**config.mk**
```make
export PLATFORM = sky130hd
export DESIGN_NAME = acc_alu
export DESIGN_NICKNAME = d
export VERILOG_FILES = /design/src/rtl/acc_alu_pkg.sv /design/src/rtl/alu_addsub.sv /design/src/rtl/alu_bitwise.sv /design/src/rtl/alu_shifter.sv /design/src/rtl/acc_alu.sv
export SDC_FILE = /design/constraint.sdc
export NUM_CORES = 1
export LEC_CHECK = 0
export ABC_AREA = 1
export BUFFER_PORTS_ARGS = -buffer_cell sky130_fd_sc_hd__buf_2
export CELL_PAD_IN_SITES_DETAIL_PLACEMENT = 0
export CELL_PAD_IN_SITES_GLOBAL_PLACEMENT = 2
export CORE_MARGIN = 8
export CORE_UTILIZATION = 31
export DETAILED_ROUTE_END_ITERATION = 10
export PLACE_DENSITY_LB_ADDON = 0.1
export REMOVE_ABC_BUFFERS = 1
export SYNTH_ARGS = -nofsm -noshare
export SYNTH_HDL_FRONTEND = slang
export SYNTH_SLANG_ARGS = --single-unit
```
**constraint.sdc**
```tcl
create_clock -name clk -period 4.65 [get_ports clk]
set_input_delay 0.465 -clock clk [delete_from_list [all_inputs] [get_ports clk]]
set_output_delay 0.465 -clock clk [all_outputs]
set_load 0.03 [all_outputs]
```
**src/rtl/acc_alu_pkg.sv**
```systemverilog
package acc_alu_pkg;

  localparam int OPW    = 8;
  localparam int NFLAGS = 4;
  localparam int FLAG_Z = 0;
  localparam int FLAG_S = 1;
  localparam int FLAG_C = 2;
  localparam int FLAG_I = 3;

  typedef enum logic [2:0] {
    CLS_NONE,
    CLS_ARITH,
    CLS_STEP,
    CLS_LOGIC,
    CLS_SHIFT,
    CLS_CLRF
  } op_class_e;

  function automatic op_class_e classify(input logic [OPW-1:0] op);
    op_class_e c;
    if (op[7:3] == 5'b01000)
      c = CLS_ARITH;
    else if (op == 8'h4F)
      c = CLS_CLRF;
    else if ((op[7:4] == 4'h5 || op[7:4] == 4'h6) && op[3:0] <= 4'h6)
      c = CLS_STEP;
    else if (op[7:3] == 5'b01110 && op[2:1] != 2'b11)
      c = CLS_LOGIC;
    else if (op[7:3] == 5'b01111 && op[2:0] != 3'b111)
      c = CLS_SHIFT;
    else
      c = CLS_NONE;
    return c;
  endfunction

endpackage

```
**src/rtl/alu_addsub.sv**
```systemverilog
module alu_addsub #(
  parameter int DW = 8
) (
  input  logic [DW-1:0] a,
  input  logic [DW-1:0] b,
  input  logic          cin,
  input  logic          sub,
  output logic [DW-1:0] res,
  output logic          cout
);
  localparam int EW = DW + 1;

  logic [EW-1:0] wide;
  logic [EW-1:0] extra;

  always_comb begin
    extra = {{DW{1'b0}}, cin};
    if (sub)
      wide = {1'b0, a} - {1'b0, b} - extra;
    else
      wide = {1'b0, a} + {1'b0, b} + extra;
    res  = wide[DW-1:0];
    cout = wide[DW];
  end
endmodule

```
**src/rtl/alu_bitwise.sv**
```systemverilog
module alu_bitwise #(
  parameter int DW = 8
) (
  input  logic [DW-1:0] a,
  input  logic [DW-1:0] b,
  input  logic [1:0]    sel,
  output logic [DW-1:0] res
);
  always_comb begin
    case (sel)
      2'b00:   res = a & b;
      2'b01:   res = a | b;
      2'b10:   res = a ^ b;
      default: res = a;
    endcase
  end
endmodule

```
**src/rtl/alu_shifter.sv**
```systemverilog
module alu_shifter #(
  parameter int DW = 8
) (
  input  logic [DW-1:0] a,
  input  logic          cin,
  input  logic [2:0]    sel,
  output logic [DW-1:0] res,
  output logic          cout
);
  always_comb begin
    res  = a;
    cout = cin;
    case (sel)
      3'd0: begin res = {a[DW-2:0], cin};     cout = a[DW-1]; end
      3'd1: begin res = {a[DW-2:0], a[DW-1]}; cout = a[DW-1]; end
      3'd2: begin res = {cin, a[DW-1:1]};     cout = a[0];    end
      3'd3: begin res = {a[0], a[DW-1:1]};    cout = a[0];    end
      3'd4: begin res = {a[DW-2:0], 1'b0};    cout = a[DW-1]; end
      3'd5: begin res = {a[DW-1], a[DW-1:1]}; cout = a[0];    end
      3'd6: begin res = {1'b0, a[DW-1:1]};    cout = a[0];    end
      default: begin res = a; cout = cin; end
    endcase
  end
endmodule

```
**src/rtl/acc_alu.sv**
```systemverilog
module acc_alu
  import acc_alu_pkg::*;
#(
  parameter int DW = 8
) (
  input  logic              clk,
  input  logic              rst,
  input  logic [OPW-1:0]    op_code,
  input  logic [DW-1:0]     acc_in,
  input  logic [DW-1:0]     reg_b_in,
  input  logic [DW-1:0]     imm_in,
  input  logic [NFLAGS-1:0] flags_in,
  output logic [DW-1:0]     res_q,
  output logic [NFLAGS-1:0] flags_q
);

  op_class_e         cls;
  logic [DW-1:0]     operand;
  logic [DW-1:0]     as_b;
  logic              as_cin;
  logic              as_sub;
  logic [DW-1:0]     as_res;
  logic              as_cout;
  logic [DW-1:0]     lg_res;
  logic [DW-1:0]     sh_res;
  logic              sh_cout;
  logic [DW-1:0]     nxt_res;
  logic [NFLAGS-1:0] nxt_flags;
  logic              res_zero;

  // Decode and operand steering
  always_comb begin
    cls     = classify(op_code);
    operand = op_code[0] ? imm_in : reg_b_in;
    if (cls == CLS_STEP) begin
      as_b   = DW'(1);
      as_cin = 1'b0;
      as_sub = (op_code[7:4] == 4'h6);
    end else begin
      as_b   = operand;
      as_cin = op_code[1] & flags_in[FLAG_C];
      as_sub = op_code[2];
    end
  end

  alu_addsub #(.DW(DW)) u_addsub (
    .a    (acc_in),
    .b    (as_b),
    .cin  (as_cin),
    .sub  (as_sub),
    .res  (as_res),
    .cout (as_cout)
  );

  alu_bitwise #(.DW(DW)) u_bitwise (
    .a   (acc_in),
    .b   (operand),
    .sel (op_code[2:1]),
    .res (lg_res)
  );

  alu_shifter #(.DW(DW)) u_shifter (
    .a    (acc_in),
    .cin  (flags_in[FLAG_C]),
    .sel  (op_code[2:0]),
    .res  (sh_res),
    .cout (sh_cout)
  );

  // Result selection and per-class flag update
  always_comb begin
    case (cls)
      CLS_ARITH, CLS_STEP: nxt_res = as_res;
      CLS_LOGIC:           nxt_res = lg_res;
      CLS_SHIFT:           nxt_res = sh_res;
      default:             nxt_res = acc_in;
    endcase
    res_zero  = (nxt_res == '0);
    nxt_flags = flags_in;
    case (cls)
      CLS_ARITH: begin
        nxt_flags[FLAG_Z] = res_zero;
        nxt_flags[FLAG_S] = nxt_res[DW-1];
        nxt_flags[FLAG_C] = as_cout;
      end
      CLS_STEP: begin
        nxt_flags[FLAG_Z] = res_zero;
        nxt_flags[FLAG_S] = nxt_res[DW-1];
      end
      CLS_LOGIC: begin
        nxt_flags[FLAG_Z] = res_zero;
      end
      CLS_SHIFT: begin
        nxt_flags[FLAG_Z] = res_zero;
        nxt_flags[FLAG_S] = nxt_res[DW-1];
        nxt_flags[FLAG_C] = sh_cout;
      end
      CLS_CLRF: begin
        nxt_flags[FLAG_Z] = 1'b0;
        nxt_flags[FLAG_S] = 1'b0;
        nxt_flags[FLAG_C] = 1'b0;
      end
      default: nxt_flags = flags_in;
    endcase
  end

  always_ff @(posedge clk) begin
    if (rst) begin
      res_q   <= '0;
      flags_q <= '0;
    end else begin
      res_q   <= nxt_res;
      flags_q <= nxt_flags;
    end
  end

  // Assertions
  p_reset_clear_r1: assert property (@(posedge clk)
    $past(rst) |-> (res_q == '0 && flags_q == '0));

  p_zs_from_result_r5: assert property (@(posedge clk) disable iff (rst)
    (!$past(rst) && ($past(cls) == CLS_ARITH || $past(cls) == CLS_STEP ||
                     $past(cls) == CLS_SHIFT))
    |-> (flags_q[FLAG_Z] == (res_q == '0) && flags_q[FLAG_S] == res_q[DW-1]));

  p_step_keeps_c_r6: assert property (@(posedge clk) disable iff (rst)
    (!$past(rst) && $past(cls) == CLS_STEP)
    |-> flags_q[FLAG_C] == $past(flags_in[FLAG_C]));

  p_logic_only_z_r7: assert property (@(posedge clk) disable iff (rst)
    (!$past(rst) && $past(cls) == CLS_LOGIC)
    |-> (flags_q[FLAG_C] == $past(flags_in[FLAG_C]) &&
         flags_q[FLAG_S] == $past(flags_in[FLAG_S]) &&
         flags_q[FLAG_Z] == (res_q == '0)));

  p_clear_flags_r8: assert property (@(posedge clk) disable iff (rst)
    (!$past(rst) && $past(cls) == CLS_CLRF)
    |-> (flags_q[FLAG_C] == 1'b0 && flags_q[FLAG_S] == 1'b0 &&
         flags_q[FLAG_Z] == 1'b0 && res_q == $past(acc_in)));

  p_i_untouched_r10: assert property (@(posedge clk) disable iff (rst)
    !$past(rst) |-> flags_q[FLAG_I] == $past(flags_in[FLAG_I]));

  p_passthrough_r11: assert property (@(posedge clk) disable iff (rst)
    (!$past(rst) && $past(cls) == CLS_NONE)
    |-> (res_q == $past(acc_in) && flags_q == $past(flags_in)));

endmodule

```
==> results.md, run 1 <==
* Synth Area per Inst at 5.87 sq um
* Worst VDD drop at 74.3 uV
* # diodes at 0
* Worst-path cell chain: buf_2 > inv_1 > or2_2 > o21ai_0 > inv_1 > nor2_1 > inv_1 > fa_1 > inv_1 > ha_1 > o21ai_0 > nand2_1 > nand2_1 > nand2_1 > nand2_1 > nand3_1 > nand3_1 > nand2_1 > nand2_1 > nand3_1 > nor2_1 > nor2_1 > nor2_1
* Postcts setup bufs at 0
* Largest net degree at the start of global routing at 15
* Multi-input combinational cell area at 1970 sq um
* Final setup violation count at 0
* DP Worst Slack at 0.867 ns
* Share of Yosys cell area claimed by the top area cell type at 0.181
* Max Clk Rate at 285 MHz
* Hold Fails Final Rpt at 0
* Port-buffer cells at 49
* Most frequent cells in the layout: nand2_1 (105), inv_1 (73), nand3_1 (50)
* CTS tree: built
* YS warnings at 0
* Row cnt at 33
* Crit path capture type: register
* Worst slew pin tran at 0.812 ns
* 1st-iter DRT viols at 122
* Die area at 11400 sq um
* Max-slew violations at 0
* Final Net Count at 560
* Synthesized flop and latch total at 12
* Post-Synth XOR/XNOR Area at 0.0137
* Final period util at 0.755
* Setup ws final at 1.14 ns
* CP most frequent cell: nand2_1
* RSZ-0062 raised after global routing: no
* Post-route ant nets at 0
* Hold_ws at 0.434 ns
* CORE AREA at 8090 sq um
* Crit path depth at 23
* Drt wl/cell at 15.6 um
* # IOs at 50
* Die X at 107 um
* Final worst path period need at 3.51 ns
* GPL Wtd Cong at 0.891
* Antenna violations before repair at 0
* Final core utilization at 0.362
* Sequential cell area at 240 sq um
* Post-synthesis compound-gate area fraction at 0.139
* Vias in the first global route at 2919
* Startpoint types: primary input
* Vias per cell at 4.95
* Relative slew slack at 0.456
* Synth unique cells at 37
* Cts bufs inserted at 3
* Non-filler cells, final at 585
* Max cap viols at 0
* Final TNS setup at 0 ns
* CTS Buffer Depth at 2
* Hold/Removal Path Class: primary input to register
* Area contributors post-synth: ha_1 (18%), nand2_1 (15%), inv_1 (11%), nand3_1 (9.8%), dfxtp_1 (9.4%)
* Synthesized cell area at 2550 sq um
* CP peak stage delay at 0.57 ns
* Cell count after synthesis at 435
* Outcome: completed
* Fill count at 939
* Critical Path AT at 3.68 ns
* P_leak at 1.63 nW
* GRT Overall Usage at 0.160
* Global-route wire length before repair at 14800 um
* Crit-path max FO at 13
* Post_cts resized at 0
* Main combinational cell family by area after synthesis: simple AND/OR/NAND/NOR gates
* DP HPWL at 7660 um
* Pre-antenna DRT Iters at 4
* CTS H-Tree Depth at 1
* Setup CP Type: primary input to register
* Final Cell Area at 2930 sq um
* Power consumption at 571 uW
* Post-DP Area at 2880 sq um
* Post-synthesis adder-cell area fraction at 0.213
* Sequential share of the synthesized area at 0.0941
* PD cells at 195 nW/um^2
* Die height at 107 um
* Root Driver: clkbuf_8
* Most common cell after layout, fill and taps aside: nand2_1
* DRC Markers at 0
* CP Buf/Inv Count at 5
* Dominant cell type by area after synthesis: ha_1
* Slowest cell on the critical path: fa_1
* Hold Path Stages at 3
* Area Growth Syn to Fin at 14.8%
* Grt ovf at 0
* Worst path required time at 4.82 ns
* Routed vias at 2896
* DP Cell Count at 581
* Mux contribution to synthesized area at 0
* Clk slew on worst S/H paths at 0.05 ns
* Clock Sinks at 12
* Cts hold-fix bufs at 0
* Post-Route WL at 9100 um
* Initial Utilization at 0.315
* CP top delay family: simple AND/OR/NAND/NOR gates
* Synth Area in Simple Gates at 0.407
* Layout cells sized above 1 at 0.158
[cell usage after synthesis]
cell type and count:
nand3_1 50, nor2_1 43, or3_1 1, inv_2 1
a31oi_1 4, and3b_1 1, xnor2_1 3, xor2_1 1
clkinv_1 1, or2_1 1, inv_4 1, nor3_1 1
nand3_2 3, buf_2 1, a21oi_1 9, nand3b_1 1
nor3_4 1, or2_2 9, clkbuf_1 3, nand2_4 1
nand2_1 105, a21boi_0 1, dfxtp_1 12, o211ai_1 9
nand2_2 3, and2_1 1, o21ai_0 39, buf_4 2
o22ai_1 1, ha_1 37, a211oi_1 1, fa_1 4
nand4_1 5, buf_6 2, inv_1 73, nor3_2 1
nor2_2 3
[layout make-up]
type                    count  area share
repair buffers             49      0.0837
well taps                 105      0.0448
inverters                  76      0.0982
clock buffers               4      0.0188
multi-input cells         339       0.673
flip-flops and latches     12      0.0820
[worst paths after layout]
kind | start | to | slack [ns]
min | flags_in[3] | flags_q[3]$_SDFF_PP0_ | 0.43
max | op_code[0] | flags_q[0]$_SDFF_PP0_ | 1.14
[flip-flops by register name (all words and copies together), names as in the netlist]
| name | flops |
|---|---|
| res_q | 8 |
| flags_q | 4 |
[logic make-up (layout without fill, tap and decap cells)]
group,count (synthesis),count (layout)
buf+inv,84,129
fa+ha+maj,41,41
xor+xnor,4,4
simple gates,230,230
compound gates,64,64
flops,12,12
[power breakdown]
group | total, mW | internal [mW] | switching [mW]
clock | 0.108 | 0.0744 | 0.0335
sequential | 0.112 | 0.111 | 0.00141
combinational | 0.351 | 0.122 | 0.229
[routing by layer]
layer	track usage	wire length [um]	up-vias
met5	0	0	-
met4	0.0161	14	0
met3	0.0102	287	2
met2	0.271	4240	59
met1	0.224	4560	1346
li1	-	-	1489
No activity file was read; power rests on OpenSTA's default activity.
==> inputs of run 2 (changes only) <==
CORE_UTILIZATION = 26   (was 31)
clock period = 2.8 ns   (was 4.65 ns; I/O delays follow)
==> results.md, run 2 (synthesized netlist as in run 1, its figures left out) <==
* DP HPWL at 8430 um
* GPL Wtd Cong at 0.881
* Row cnt at 36
* Max Clk Rate at 383 MHz
* Pre-antenna DRT Iters at 4
* CP Buf/Inv Count at 6
* Fill count at 1125
* # diodes at 0
* Worst VDD drop at 181 uV
* Root Driver: clkbuf_8
* Final setup violation count at 0
* Worst slew pin tran at 0.463 ns
* P_leak at 1.98 nW
* Drt wl/cell at 14.7 um
* Layout cells sized above 1 at 0.342
* Max-slew violations at 0
* Port-buffer cells at 49
* Outcome: completed
* Die height at 115 um
* Most frequent cells in the layout: nand2_1 (100), inv_1 (64), buf_4 (61)
* Global-route wire length before repair at 16200 um
* CTS tree: built
* CORE AREA at 9640 sq um
* Cts bufs inserted at 3
* Final TNS setup at 0 ns
* Hold Fails Final Rpt at 0
* 1st-iter DRT viols at 114
* Sequential cell area at 240 sq um
* # IOs at 50
* Clk slew on worst S/H paths at 0.05 ns
* Most common cell after layout, fill and taps aside: nand2_1
* Vias per cell at 4.60
* Area Growth Syn to Fin at 45.4%
* Largest net degree at the start of global routing at 14
* CP peak stage delay at 0.32 ns
* Final Net Count at 625
* CTS H-Tree Depth at 1
* Grt ovf at 0
* Die area at 13200 sq um
* Hold Crit Start: flags_in[3]
* Post-Route WL at 9940 um
* Slowest cell on the critical path: ha_1
* Top flop regs: res_q (8), flags_q (4)
* CP top delay family: simple AND/OR/NAND/NOR gates
* Hold/Removal Path Class: primary input to register
* Max cap viols at 0
* Hold_ws at 0.254 ns
* Crit path depth at 23
* CTS Buffer Depth at 2
* Routed vias at 3112
* Die X at 115 um
* Max FFs per register at 8
* Crit path capture type: register
* Post-route ant nets at 0
* Crit-path max FO at 7
* DRC Markers at 0
* Critical Path AT at 2.74 ns
* Final worst path period need at 2.61 ns
* Worst path required time at 2.92 ns
* Antenna violations before repair at 0
* Hold endpoint: flags_q[3]$_SDFF_PP0_
* Clock Sinks at 12
* GRT Overall Usage at 0.152
* Power consumption at 1.11 mW
* Initial Utilization at 0.265
* Setup CP Type: primary input to register
* Cts hold-fix bufs at 0
* Hold Path Stages at 3
* Largest register by flop count: res_q
* Final period util at 0.934
* Worst-path cell chain: buf_6 > inv_2 > nand2_4 > nor2_4 > nand3_4 > inv_4 > buf_12 > nor2_1 > ha_1 > inv_2 > ha_4 > nand2_2 > or2_2 > nand3_1 > nand2_1 > nand3_1 > nand3_1 > nand2_1 > inv_1 > nand3_2 > nor2_2 > nor2_1 > nor2_1
* PD cells at 300 nW/um^2
* Startpoint types: primary input
* Vias in the first global route at 3190
* Relative slew slack at 0.691
* Multi-input combinational cell area at 2190 sq um
==> run 2: repair_timing <==
item / CTS / global route
gates cloned: 0 / 0
buffers inserted: 1 / 9
endpoints found under the hold margin: 0 / 0
endpoints found under the setup margin: 3 / 6
resized for setup: 7 / 65
pin swaps: 3 / 18
==> run 2: power breakdown <==
group	internal (mW)	total, mW	switching [mW]
clock	0.0939	0.147	0.0532
combinational	0.344	0.781	0.437
sequential	0.184	0.187	0.00244
==> run 2: how the worst max path moves through the flow <==
stage	startpoint	endpoint	slack [ns]
2_1_floorplan	op_code[0]	flags_q[0]$_SDFF_PP0_	0.03
3_3_place_gp	op_code[0]	flags_q[0]$_SDFF_PP0_	-0.32
3_5_place_dp	op_code[0]	flags_q[0]$_SDFF_PP0_	-0.32
4_1_cts	op_code[0]	flags_q[0]$_SDFF_PP0_	0.02
5_1_grt	op_code[4]	flags_q[0]$_SDFF_PP0_	-0.08
6_report	op_code[7]	flags_q[0]$_SDFF_PP0_	0.19
==> run 2: routing by layer <==
layer | wire [um] | global-route usage | vias to the layer above | share of wire
met5 | 0 | 0 | - | 0
met4 | 34 | 0.0201 | 0 | 0.0034
met3 | 251 | 0.0105 | 4 | 0.025
met2 | 4680 | 0.262 | 58 | 0.47
met1 | 4970 | 0.208 | 1427 | 0.50
li1 | - | - | 1623 | -
==> run 2: cell type report <==
type / count / area share
Tap cell: 133 / 0.0448
Timing Repair Buffer: 114 / 0.211
Multi-Input combinational cell: 339 / 0.590
Clock buffer: 3 / 0.0111
Sequential cell: 12 / 0.0647
Inverter: 76 / 0.0789
==> run 2: per-stage QoR <==
stage	util	area [sq um]	instances	setup WS [ns]
after global placement	0.347	3350	664	-0.319
after floorplan	-	2500	427	0.0300
final	0.385	3710	677	0.186
after global routing	0.385	3710	677	-0.0801
after CTS	0.355	3420	668	0.0152
after detailed placement	0.347	3350	664	-0.317
==> inputs of run 3 (changes only) <==
CAP_MARGIN = 20   (was not set)
CORE_UTILIZATION = 27   (was 26)
SETUP_SLACK_MARGIN = 0.3   (was not set)
SYNTH_HIERARCHICAL = 1   (was not set)
==> results.md, run 3 <==
* Sequential share of the synthesized area at 0.0740
* Setup CP Type: primary input to register
* Hold Fails Final Rpt at 0
* Post-DP Area at 4100 sq um
* CTS Buffer Depth at 2
* Synth top cells by count: nand2_1 (160), inv_1 (101), nand3_1 (63), nor2_1 (56), nand4_1 (38)
* GPL Wtd Cong at 0.828
* Startpoint types: primary input
* DRC Markers at 0
* # diodes at 0
* DP Cell Count at 824
* Pre-antenna DRT Iters at 5
* Worst slew pin tran at 0.552 ns
* Clock Sinks at 12
* Worst VDD drop at 178 uV
* CP most frequent cell: nand2_1
* PD cells at 312 nW/um^2
* Outcome: completed
* Synth unique cells at 38
* # IOs at 50
* Area contributors post-synth: nand2_1 (19%), ha_1 (14%), inv_1 (12%), nand3_1 (9.7%), dfxtp_1 (7.4%)
* Grt met1 use at 0.199
* Port-buffer cells at 49
* GRT Overall Usage at 0.156
* Share of Yosys cell area claimed by the top area cell type at 0.185
* Cts bufs inserted at 3
* Die X at 126 um
* Largest register by flop count: res_q
* Commonest register cell after synthesis: dfxtp_1
* Max FFs per register at 8
* Row cnt at 40
* CP Buf/Inv Count at 4
* Die height at 126 um
* CORE AREA at 11900 sq um
* Grt ovf at 0
* Final worst path period need at 2.63 ns
* Final period util at 0.938
* Drt wl/cell at 14.9 um
* Met2 usage at 0.268
* YS warnings at 6
* Die area at 15800 sq um
* Antenna violations before repair at 0
* CTS tree: built
* Critical Path AT at 2.80 ns
* Initial Utilization at 0.274
* Layout cells sized above 1 at 0.341
* Hold_ws at 0.247 ns
* Root Driver: clkbuf_16
* Largest net degree at the start of global routing at 47
* Final setup violation count at 0
* Most common cell after layout, fill and taps aside: nand2_1
* Clk slew on worst S/H paths at 0.04 ns
* Vias in the first global route at 3886
* Global-route wire length before repair at 20200 um
* Most frequent cell after synthesis: nand2_1
* Hold/Removal Path Class: primary input to register
* P_leak at 2.52 nW
* GR Util met3 at 0.0152
* Crit path capture type: register
* Slowest cell on the critical path: ha_4
* Synthesized flop and latch total at 12
* Non-filler cells, final at 841
* Worst path required time at 2.97 ns
* Most frequent cells in the layout: nand2_1 (147), inv_1 (90), buf_4 (80)
* Cell count after synthesis at 577
* RSZ-0062 raised after global routing: yes
* Post-Route WL at 12600 um
* Final Net Count at 774
* Top flop regs: res_q (8), flags_q (4)
* Crit-path max FO at 7
* CP peak stage delay at 0.31 ns
* Vias per cell at 4.73
* Max Clk Rate at 381 MHz
* Area Growth Syn to Fin at 42.2%
* CTS H-Tree Depth at 1
* Relative slew slack at 0.632
* Cts hold-fix bufs at 0
* Synthesized cell area at 3250 sq um
* Routed vias at 3978
* Busiest layer in global routing: met2
* Final TNS setup at 0 ns
* Post-synth ARST share at 0
* Max cap viols at 0
* Post-route ant nets at 0
* 1st-iter DRT viols at 272
* Synth Area per Inst at 5.62 sq um
* DP HPWL at 9580 um
* Final Cell Area at 4610 sq um
* Number of synthesized flops with an enable pin at 0
* Worst-path cell chain: buf_6 > nor2_4 > nor2_4 > nand3_4 > clkinv_4 > buf_6 > nor2_1 > ha_4 > inv_1 > ha_4 > nand2_4 > nor2_4 > o21ai_4 > nand3_1 > nand2_1 > nand3_1 > nand2_1 > nand2_1 > nand2_1 > nor2_2 > nand2_1 > nor2_2 > nand2_1 > a21oi_2
* CP top delay family: simple AND/OR/NAND/NOR gates
* Max-slew violations at 0
* Dominant cell type by area after synthesis: nand2_1
* Power consumption at 1.44 mW
run 3: cell types whose count changed after synthesis, sizes merged, moves of 7 or more:
cell	change
buf	+11
inv	+31
nor3	+7
nand3	+12
nand4	+33
nor2	+26
nand2	+56
o211ai	-8
o21ai	-24
run 3: cell type report:
type,count,area [sq um]
clock buffer,4,88.8
fill,1348,7250
inverter,108,418
multi-input combinational,435,2720
sequential,12,240
tap,147,184
timing repair buffer,135,960
run 3: final timing paths:
check | cells past startpoint | start | slack, ns | end
max | 24 | op_code[5] | 0.17 | flags_q[0]$_SDFF_PP0_
min | 3 | flags_in[3] | 0.25 | flags_q[3]$_SDFF_PP0_
run 3: cells by family after synthesis:
| logic type | after synthesis | synth area share |
|---|---|---|
| simple gates | 360 | 0.523 |
| xor+xnor | 5 | 0.0135 |
| flops | 12 | 0.0740 |
| fa+ha+maj | 41 | 0.167 |
| compound gates | 29 | 0.0505 |
| buf+inv | 130 | 0.172 |
run 3: per-layer routing:
layer | part of all wire | up-vias
li1 | - | 2053
met1 | 0.45 | 1798
met2 | 0.48 | 106
met3 | 0.046 | 21
met4 | 0.026 | 0
met5 | 0 | -
run 3: repair_timing:
item	CTS	global route
resized for setup	46	43
pin swaps	27	47
setup endpoints to repair	10	10
setup buffers	9	4
gates cloned	0	0
run 3: report_power, final:
part / total [mW] / internal (mW) / switching [mW] / leakage, nW
Sequential: 0.187 / 0.185 / 0.00246 / 0.0999
Clock: 0.285 / 0.215 / 0.0699 / 0.0442
Combinational: 0.969 / 0.426 / 0.544 / 2.37
run 3: metrics by stage:
stage                util  worst slack, ns
floorplan               -            0.111
global placement    0.346           -0.415
detailed placement  0.346           -0.379
CTS                 0.372            0.173
global route        0.389         -0.00944
finish              0.389            0.175
